**src/rtl/sck_scaler_pkg.sv**
```systemverilog
package sck_scaler_pkg;
  localparam int WORD_W   = 16;
  localparam int PRE_LO   = 8;
  localparam int PRE_W    = 5;
  localparam int EXP_W    = 3;
  localparam int EXP_TOP  = 4;
  localparam int BYP_CODE = 7;
  localparam int PRE_LOG2 = 5;
  localparam int DIV_W    = EXP_TOP;

  typedef struct packed {
    logic             bypass;
    logic             pre_on;
    logic [EXP_W-1:0] expo;
  } scale_cfg_t;
endpackage

```
**src/rtl/sck_scale_decode.sv**
```systemverilog
module sck_scale_decode
  import sck_scaler_pkg::*;
(
  input  logic [WORD_W-1:0] word,
  output scale_cfg_t        cfg
);
  logic [PRE_W-1:0] pre;
  logic [EXP_W-1:0] code;
  logic             pre_off;
  logic             pre_full;
  logic             code_ok;

  assign pre      = word[PRE_LO +: PRE_W];
  assign code     = word[EXP_W-1:0];
  assign pre_off  = (pre == '0);
  assign pre_full = &pre;
  assign code_ok  = (code <= EXP_W'(EXP_TOP));

  always_comb begin
    cfg.bypass = 1'b0;
    cfg.pre_on = 1'b1;
    cfg.expo   = EXP_W'(EXP_TOP);
    if (pre_off && code == EXP_W'(BYP_CODE)) begin
      cfg.bypass = 1'b1;
      cfg.pre_on = 1'b0;
      cfg.expo   = '0;
    end else if (code_ok && (pre_off || pre_full)) begin
      cfg.pre_on = pre_full;
      cfg.expo   = code;
    end
  end
endmodule

```
**src/rtl/sck_prescaler.sv**
```systemverilog
module sck_prescaler #(
  parameter int LOG2 = sck_scaler_pkg::PRE_LOG2
) (
  input  logic clk,
  input  logic rst,
  input  logic en,
  input  logic pre_on,
  output logic tick
);
  logic [LOG2-1:0] pc;

  always_ff @(posedge clk) begin
    if (rst || !en) pc <= '0;
    else            pc <= pc + 1'b1;
  end

  assign tick = !pre_on || (&pc);
endmodule

```
**src/rtl/sck_edge_gen.sv**
```systemverilog
module sck_edge_gen
  import sck_scaler_pkg::*;
#(
  parameter int CW = DIV_W
) (
  input  logic             clk,
  input  logic             rst,
  input  logic             en,
  input  logic             idle,
  input  logic             bypass,
  input  logic [EXP_W-1:0] expo,
  input  logic             tick,
  output logic             sck,
  output logic             lead,
  output logic             trail
);
  logic [CW-1:0] dc;
  logic [CW-1:0] lim;
  logic          sck_q;
  logic          byp_q;

  assign lim = ~({CW{1'b1}} << expo);

  always_ff @(posedge clk) begin
    if (rst || !en) begin
      dc    <= '0;
      sck_q <= idle;
      byp_q <= 1'b0;
      lead  <= 1'b0;
      trail <= 1'b0;
    end else if (bypass) begin
      dc    <= '0;
      sck_q <= idle;
      byp_q <= 1'b1;
      lead  <= 1'b1;
      trail <= 1'b1;
    end else begin
      byp_q <= 1'b0;
      lead  <= 1'b0;
      trail <= 1'b0;
      if (tick) begin
        if (dc == lim) begin
          dc    <= '0;
          sck_q <= ~sck_q;
          if (sck_q == idle) lead  <= 1'b1;
          else               trail <= 1'b1;
        end else begin
          dc <= dc + 1'b1;
        end
      end
    end
  end

  assign sck = byp_q ? (clk ^ idle) : sck_q;
endmodule

```
**src/rtl/sck_scaler.sv**
```systemverilog
module sck_scaler
  import sck_scaler_pkg::*;
#(
  parameter int                NUM_CH   = 2,
  parameter logic [WORD_W-1:0] RST_WORD = '0,
  localparam int               SEL_W    = (NUM_CH > 1) ? $clog2(NUM_CH) : 1
) (
  input  logic              clk,
  input  logic              rst,
  input  logic              wr_en,
  input  logic [SEL_W-1:0]  wr_sel,
  input  logic [WORD_W-1:0] wr_data,
  input  logic [NUM_CH-1:0] sck_en,
  input  logic              idle_hi,
  output logic [NUM_CH-1:0] sck,
  output logic [NUM_CH-1:0] lead_stb,
  output logic [NUM_CH-1:0] trail_stb
);
  logic [NUM_CH*WORD_W-1:0] act_flat;

  for (genvar c = 0; c < NUM_CH; c++) begin : g_ch
    logic [WORD_W-1:0] pend;
    logic [WORD_W-1:0] act;
    logic              hit;
    scale_cfg_t        cfg;
    logic              tick;

    assign hit = wr_en && (wr_sel == SEL_W'(c));

    always_ff @(posedge clk) begin
      if (rst) begin
        pend <= RST_WORD;
        act  <= RST_WORD;
      end else begin
        if (hit) pend <= wr_data;
        if (!sck_en[c]) act <= hit ? wr_data : pend;
      end
    end

    assign act_flat[c*WORD_W +: WORD_W] = act;

    sck_scale_decode u_dec (
      .word (act),
      .cfg  (cfg)
    );

    sck_prescaler #(.LOG2(PRE_LOG2)) u_pre (
      .clk    (clk),
      .rst    (rst),
      .en     (sck_en[c]),
      .pre_on (cfg.pre_on),
      .tick   (tick)
    );

    sck_edge_gen #(.CW(DIV_W)) u_edge (
      .clk    (clk),
      .rst    (rst),
      .en     (sck_en[c]),
      .idle   (idle_hi),
      .bypass (cfg.bypass),
      .expo   (cfg.expo),
      .tick   (tick),
      .sck    (sck[c]),
      .lead   (lead_stb[c]),
      .trail  (trail_stb[c])
    );
  end
endmodule

```
**config.mk**
```make
export PLATFORM = sky130hd
export DESIGN_NAME = sck_scaler
export DESIGN_NICKNAME = d
export VERILOG_FILES = /design/src/rtl/sck_scaler_pkg.sv /design/src/rtl/sck_scale_decode.sv /design/src/rtl/sck_prescaler.sv /design/src/rtl/sck_edge_gen.sv /design/src/rtl/sck_scaler.sv
export SDC_FILE = /design/constraint.sdc
export NUM_CORES = 1
export LEC_CHECK = 0
export CORE_UTILIZATION = 36
export CTS_CLUSTER_SIZE = 25
export DETAILED_ROUTE_END_ITERATION = 8
export PLACE_DENSITY = 0.52
export SLEW_MARGIN = 10
export SYNTH_ARGS = -nofsm -noshare
export SYNTH_HDL_FRONTEND = slang
export SYNTH_HIERARCHICAL = 1
export SYNTH_SLANG_ARGS = --single-unit
```
**constraint.sdc**
```tcl
create_clock -name clk -period 2.6 [get_ports clk]
set_input_delay 0.78 -clock clk [delete_from_list [all_inputs] [get_ports clk]]
set_output_delay 0.78 -clock clk [all_outputs]
set_load 0.01 [all_outputs]
```
==> metrics.txt, run 1 <==
1st-iter DRT viols 66; largest net degree at the start of global routing 22; CP bufs+invs 3; HPWL reported at the end of detailed placement 3410 um; fraction of layout cells with a size suffix above 1 15.9%; final wirelength 4830 um; critical path fanouts, max 2; Post-route DRC 0; Initial DRT Pass Iterations 4; final setup margin -0.0867 ns; PwrDens 728 mW/mm^2; Crit path largest cell delay 0.14 ns; sequential share of power 41.2%; DIE WIDTH 88.1 um; routability cong. 0.704; # fillers 727; Worst Skew 0.00574 ns; Leak 0.00132 uW; family with the most delay on the worst path buffers and inverters; mapped cell area 0.00267 sq mm; crit path max-delay cell type a21oi_1; Global Route Usage Sum 14.6%; cell row count 31; final hold viol count 0; WL/cell 11.9 um; Final setup viols 2; CTS tree yes; global-route wire length before repair 8090 um; mean post-synth cell area 9.60 sq um; Diodes inserted 0; register area 0.00118 sq mm; Tightest Pin Transition 0.551 ns; area grow syn2layout 20.4%; vias in the first global route 1793; unrepaired setup endpoints after global routing true; total grt overflow 0; Synth Net Count 307; Total Power 2340 uW; Routed Antenna Nets 0; nets 332; dpl cells 387; Hold Crit Class flip-flop to flip-flop; Core ar. 0.00721 sq mm; R2R Setup Slk 0.31 ns; post-synthesis instance total 278; Worst Setup End Kind output port; WP data arrival 1.91 ns; kind of critical path clock port to output port; Clk Latency, worst-skew pair 0.44 ns; Critical Path, Cell by Cell buf_8 > buf_8 > xnor2_2 > a21oi_1 > buf_2; multi-input logic area 0.00137 sq mm; worst endpoint required time 1.82 ns; Peak VDD IR 0.247 mV; Max Transition Viols Final 0; Worst setup SP type clock port; failing checks setup timing; initial antenna violation count 0; drt via density 4.73; Vias 1926; starting density of the core 37.0%; run status complete, but fails checks; Max-slew headroom 63.1%; Chip Height 88.1 um; Net Sw Power 579 uW; Port Buffers 20; Internal Power 1760 uW; Sw Ratio 24.7%; maxcap violations 0; post-CTS setup buffer count 0; Clk pwr share 48.5%; clock transition at the registers of the reported paths 0.06 ns; setup slack at placement -0.254 ns; Ys Warns 6; # IOs 29; Cell Count, Final, Fillers Out 407; cell mode on critical path buf_8; Comb pwr share 10.4%; die area 0.00777 sq mm
cells in the final DEF (no fill, tap or decap), drive strengths merged, types with 4 or more instances in the layout:
master         count
dfxtp             56
nor2              48
mux2i             20
clkdlybuf4s50     18
nand2             17
a211oi            16
clkbuf            14
xnor2             10
buf               10
inv                8
xor2               8
nor3               8
nand2b             7
a21oi              6
ha                 6
and4               4
and2               4
or3b               4
state kept, by name, summed over array words and instances (netlist names):
name / flops
g_ch.u_edge/lead: 2
g_ch.act: 16
g_ch.u_edge/sck_q: 2
g_ch.pend: 16
g_ch.u_edge/trail: 2
g_ch.u_pre/pc: 10
g_ch.u_edge/dc: 8
g_ch.u_edge/byp_q: 2
routing by layer:
layer | part of all wire (%) | global-route usage (%)
met5 | 0 | 0
met1 | 51 | 17.9
met3 | 3.9 | 5.56
met2 | 42 | 20.1
met4 | 3.2 | 12.5
cell type report:
cell class              instances  area share, %
clock buffers                  18           7.28
clock inverters                 4           1.48
inverters                       8          0.934
multi-input cells             196           42.7
flip-flops and latches         58           36.7
well taps                      99           3.85
repair buffers                 24           7.00
path summary, 6_finish.rpt:
kind | from | to | cells after the start
setup / recovery | clk | sck[0] | 5
hold / removal | g_ch[1].u_pre/pc[0]$_SDFF_PP0_ | g_ch[1].u_pre/pc[0]$_SDFF_PP0_ | 1
setup reg to reg | g_ch[1].u_pre/pc[0]$_SDFF_PP0_ | g_ch[1].u_edge/sck_q$_DFFE_PP_ | 8
hold reg to reg | g_ch[1].u_pre/pc[0]$_SDFF_PP0_ | g_ch[1].u_pre/pc[0]$_SDFF_PP0_ | 1
power by group through the flow:
stage	Combinational (uW)	Clock [uW]	Sequential [uW]
global placement	242	36.9	983
global route	272	1230	969
CTS	245	1150	964
detailed placement	244	36.9	984
finish	242	1140	964
floorplan	187	31.3	977
timing repair:
action | CTS | global route
resized for setup | 9 | 3
endpoints found under the setup margin | 2 | 2
hold endpoints to repair | 0 | 0
hold buffers | 0 | 0
pin swaps | 2 | 2
metrics by stage:
step	area (sq um)	hold WS, ns	TNS (ns)	utilization, %
finish	3220	0.443	-0.168	44.6
global route	3220	0.472	-0.233	44.6
CTS	3210	0.450	-0.222	44.4
detailed placement	2940	0.434	-0.507	40.7
global placement	2940	0.433	-0.478	40.7
floorplan	2670	0.418	0	-
No activity file was read; power rests on OpenSTA's default activity.
==> run 2: changes to the inputs <==
--- a/config.mk
+++ b/config.mk
@@ -5,10 +5,12 @@
 export SDC_FILE = /design/constraint.sdc
 export NUM_CORES = 1
 export LEC_CHECK = 0
+export CORE_MARGIN = 4
 export CORE_UTILIZATION = 36
 export CTS_CLUSTER_SIZE = 25
 export DETAILED_ROUTE_END_ITERATION = 8
 export PLACE_DENSITY = 0.52
+export SETUP_SLACK_MARGIN = 0.15
 export SLEW_MARGIN = 10
 export SYNTH_ARGS = -nofsm -noshare
 export SYNTH_HDL_FRONTEND = slang
==> constraint.sdc (replaced) <==
create_clock -name clk -period 2.6 [get_ports clk]
set_input_delay 0.52 -clock clk [delete_from_list [all_inputs] [get_ports clk]]
set_output_delay 0.52 -clock clk [all_outputs]
set_load 0.01 [all_outputs]
==> metrics.txt, run 2 (same netlist as run 1, synthesis figures left out) <==
clock transition at the registers of the reported paths 0.06 ns (about the same); nets 329 (-0.90%); Top Registers g_ch.act x16, g_ch.pend x16, g_ch.u_pre/pc x10; Peak VDD IR 0.332 mV (+34%); Area after DPL 0.00292 sq mm (-0.77%); DIE WIDTH 94.1 um (+6.8%); # fillers 733 (+0.83%); Diodes inserted 0 (unchanged); cell mode on critical path buf_8; family with the most delay on the worst path buffers and inverters; die area 0.00886 sq mm (+14%); global-route wire length before repair 8350 um (+3.3%); crit path max-delay cell type a21oi_1; WP data arrival 1.94 ns (+0.03 ns); CTS tree yes; Worst setup SP type clock port; cell row count 31 (unchanged); Core ar. 0.00721 sq mm (unchanged); Worst Setup End Kind output port; fraction of layout cells with a size suffix above 1 15.5% (-0.45 points); Max-slew headroom 62.2% (-0.97 points); M3 GR Usage 7.69% (+2.1 points); Hold Buf Count CTS 0 (unchanged); initial antenna violation count 0 (unchanged); Max Transition Viols Final 0 (unchanged); commonest non-fill, non-tap cell in the layout dfxtp_1; # IOs 29 (unchanged); starting density of the core 37.0% (unchanged); Port Buffers 20 (unchanged); Leak 0.00131 uW (-1.0%); Hold Crit Class flip-flop to flip-flop; Crit path largest cell delay 0.16 ns (+0.02 ns); Post-route DRC 0 (unchanged); Chip Height 94.1 um (+6.8%); area grow syn2layout 20.0%; vias in the first global route 1796 (+0.17%); 1st-iter DRT viols 78 (+18%); GRT met2 Usage 18.0% (-2.1 points); design area 0.00320 sq mm (-0.39%); Routed Antenna Nets 0 (unchanged); worst endpoint required time 2.08 ns (+0.26 ns); run status complete, no violations; Final setup viols 0 (-2); most frequent cells in the layout dfxtp_1, nor2_1, mux2i_1; maxcap violations 0 (unchanged); Global Route Usage Sum 12.6% (-2.0 points); Worst Skew 0.00373 ns (-0.00201 ns); critical path fanouts, max 2 (unchanged); total grt overflow 0 (unchanged); drt via density 4.68 (-1.1%); CP bufs+invs 3 (unchanged); kind of critical path clock port to output port; final wirelength 4880 um (+1.2%); Tightest Pin Transition 0.565 ns (+0.0144 ns); global routing's busiest layer met2; largest net degree at the start of global routing 39 (+77%); routability cong. 0.715 (+1.5%); unrepaired setup endpoints after global routing true; Clk Latency, worst-skew pair 0.43 ns (about the same); GR Util met1 15.0% (-2.9 points); final hold viol count 0 (unchanged); PwrDens 734 mW/mm^2 (+0.75%); WL/cell 12.1 um (+2.2%); Critical Path, Cell by Cell buf_8 > buf_8 > xnor2_2 > a21oi_1 > buf_2; Initial DRT Pass Iterations 4 (unchanged); setup_tns 0 ns (+0.168 ns); HPWL reported at the end of detailed placement 3390 um (-0.65%); Vias 1886 (-2.1%)
-- run 2: changes by cell type in the layout (fill, tap and decap cells not counted) --
| cell | delta |
|---|---|
| a21oi_1 | -2 |
| a21oi_2 | +2 |
| buf_4 | -3 |
| buf_8 | +1 |
| clkbuf_16 | -1 |
| clkbuf_8 | +1 |
| clkinv_2 | -1 |
| clkinvlp_4 | -1 |
| xnor2_2 | -1 |
| xnor2_4 | +1 |
-- run 2: final timing paths --
path,startpoint,endpoint,slack (ns),cells past startpoint
max,clk,sck[1],0.14,5
min,g_ch[1].u_pre/pc[0]$_SDFF_PP0_,g_ch[1].u_pre/pc[0]$_SDFF_PP0_,0.45,1
min reg2reg,g_ch[1].u_pre/pc[0]$_SDFF_PP0_,g_ch[1].u_pre/pc[0]$_SDFF_PP0_,0.45,1
max reg2reg,g_ch[0].u_pre/pc[0]$_SDFF_PP0_,g_ch[0].u_edge/sck_q$_DFFE_PP_,0.27,8
-- run 2: routing by layer --
metal,vias to the layer above,part of all wire (%)
met5,-,0
met4,0,1.5
met3,11,5.7
met2,26,43
met1,841,50
li1,1008,-
-- run 2: repair_timing --
item | 4_1_cts | 5_1_grt
setup endpoints to repair | 2 | 3
pin swaps | 2 | 2
buffers inserted | 0 | 0
gates resized for setup | 8 | 8
-- run 2: area by class of cell --
class                   count  area, sq um  area share (%)
inverters                   8         30.0           0.938
well taps                  99          124            3.87
repair buffers             21          203            6.33
clock inverters             2         35.0            1.09
clock buffers              19          238            7.42
multi-input cells         196         1390            43.5
flip-flops and latches     58         1180            36.9
-- run 2: metrics by stage --
| stage | power [uW] | hold slack (ns) | std cells | setup WS (ns) | util, % |
|---|---|---|---|---|---|
| after floorplan | 1190 | 0.418 | 278 | 0.448 | - |
| after global placement | 1260 | 0.432 | 384 | 0.0168 | 40.4 |
| after detailed placement | 1260 | 0.441 | 384 | 0.0171 | 40.4 |
| after CTS | 2300 | 0.456 | 403 | 0.133 | 43.9 |
| after global routing | 2470 | 0.477 | 403 | 0.0920 | 44.4 |
| final | 2350 | 0.449 | 403 | 0.141 | 44.4 |
-- run 2: power breakdown --
group          total, uW  leakage, uW  internal [uW]  switching [uW]
registers            965     0.000478            933            31.6
logic                239     0.000669            111             128
clock network       1150     0.000164            733             414
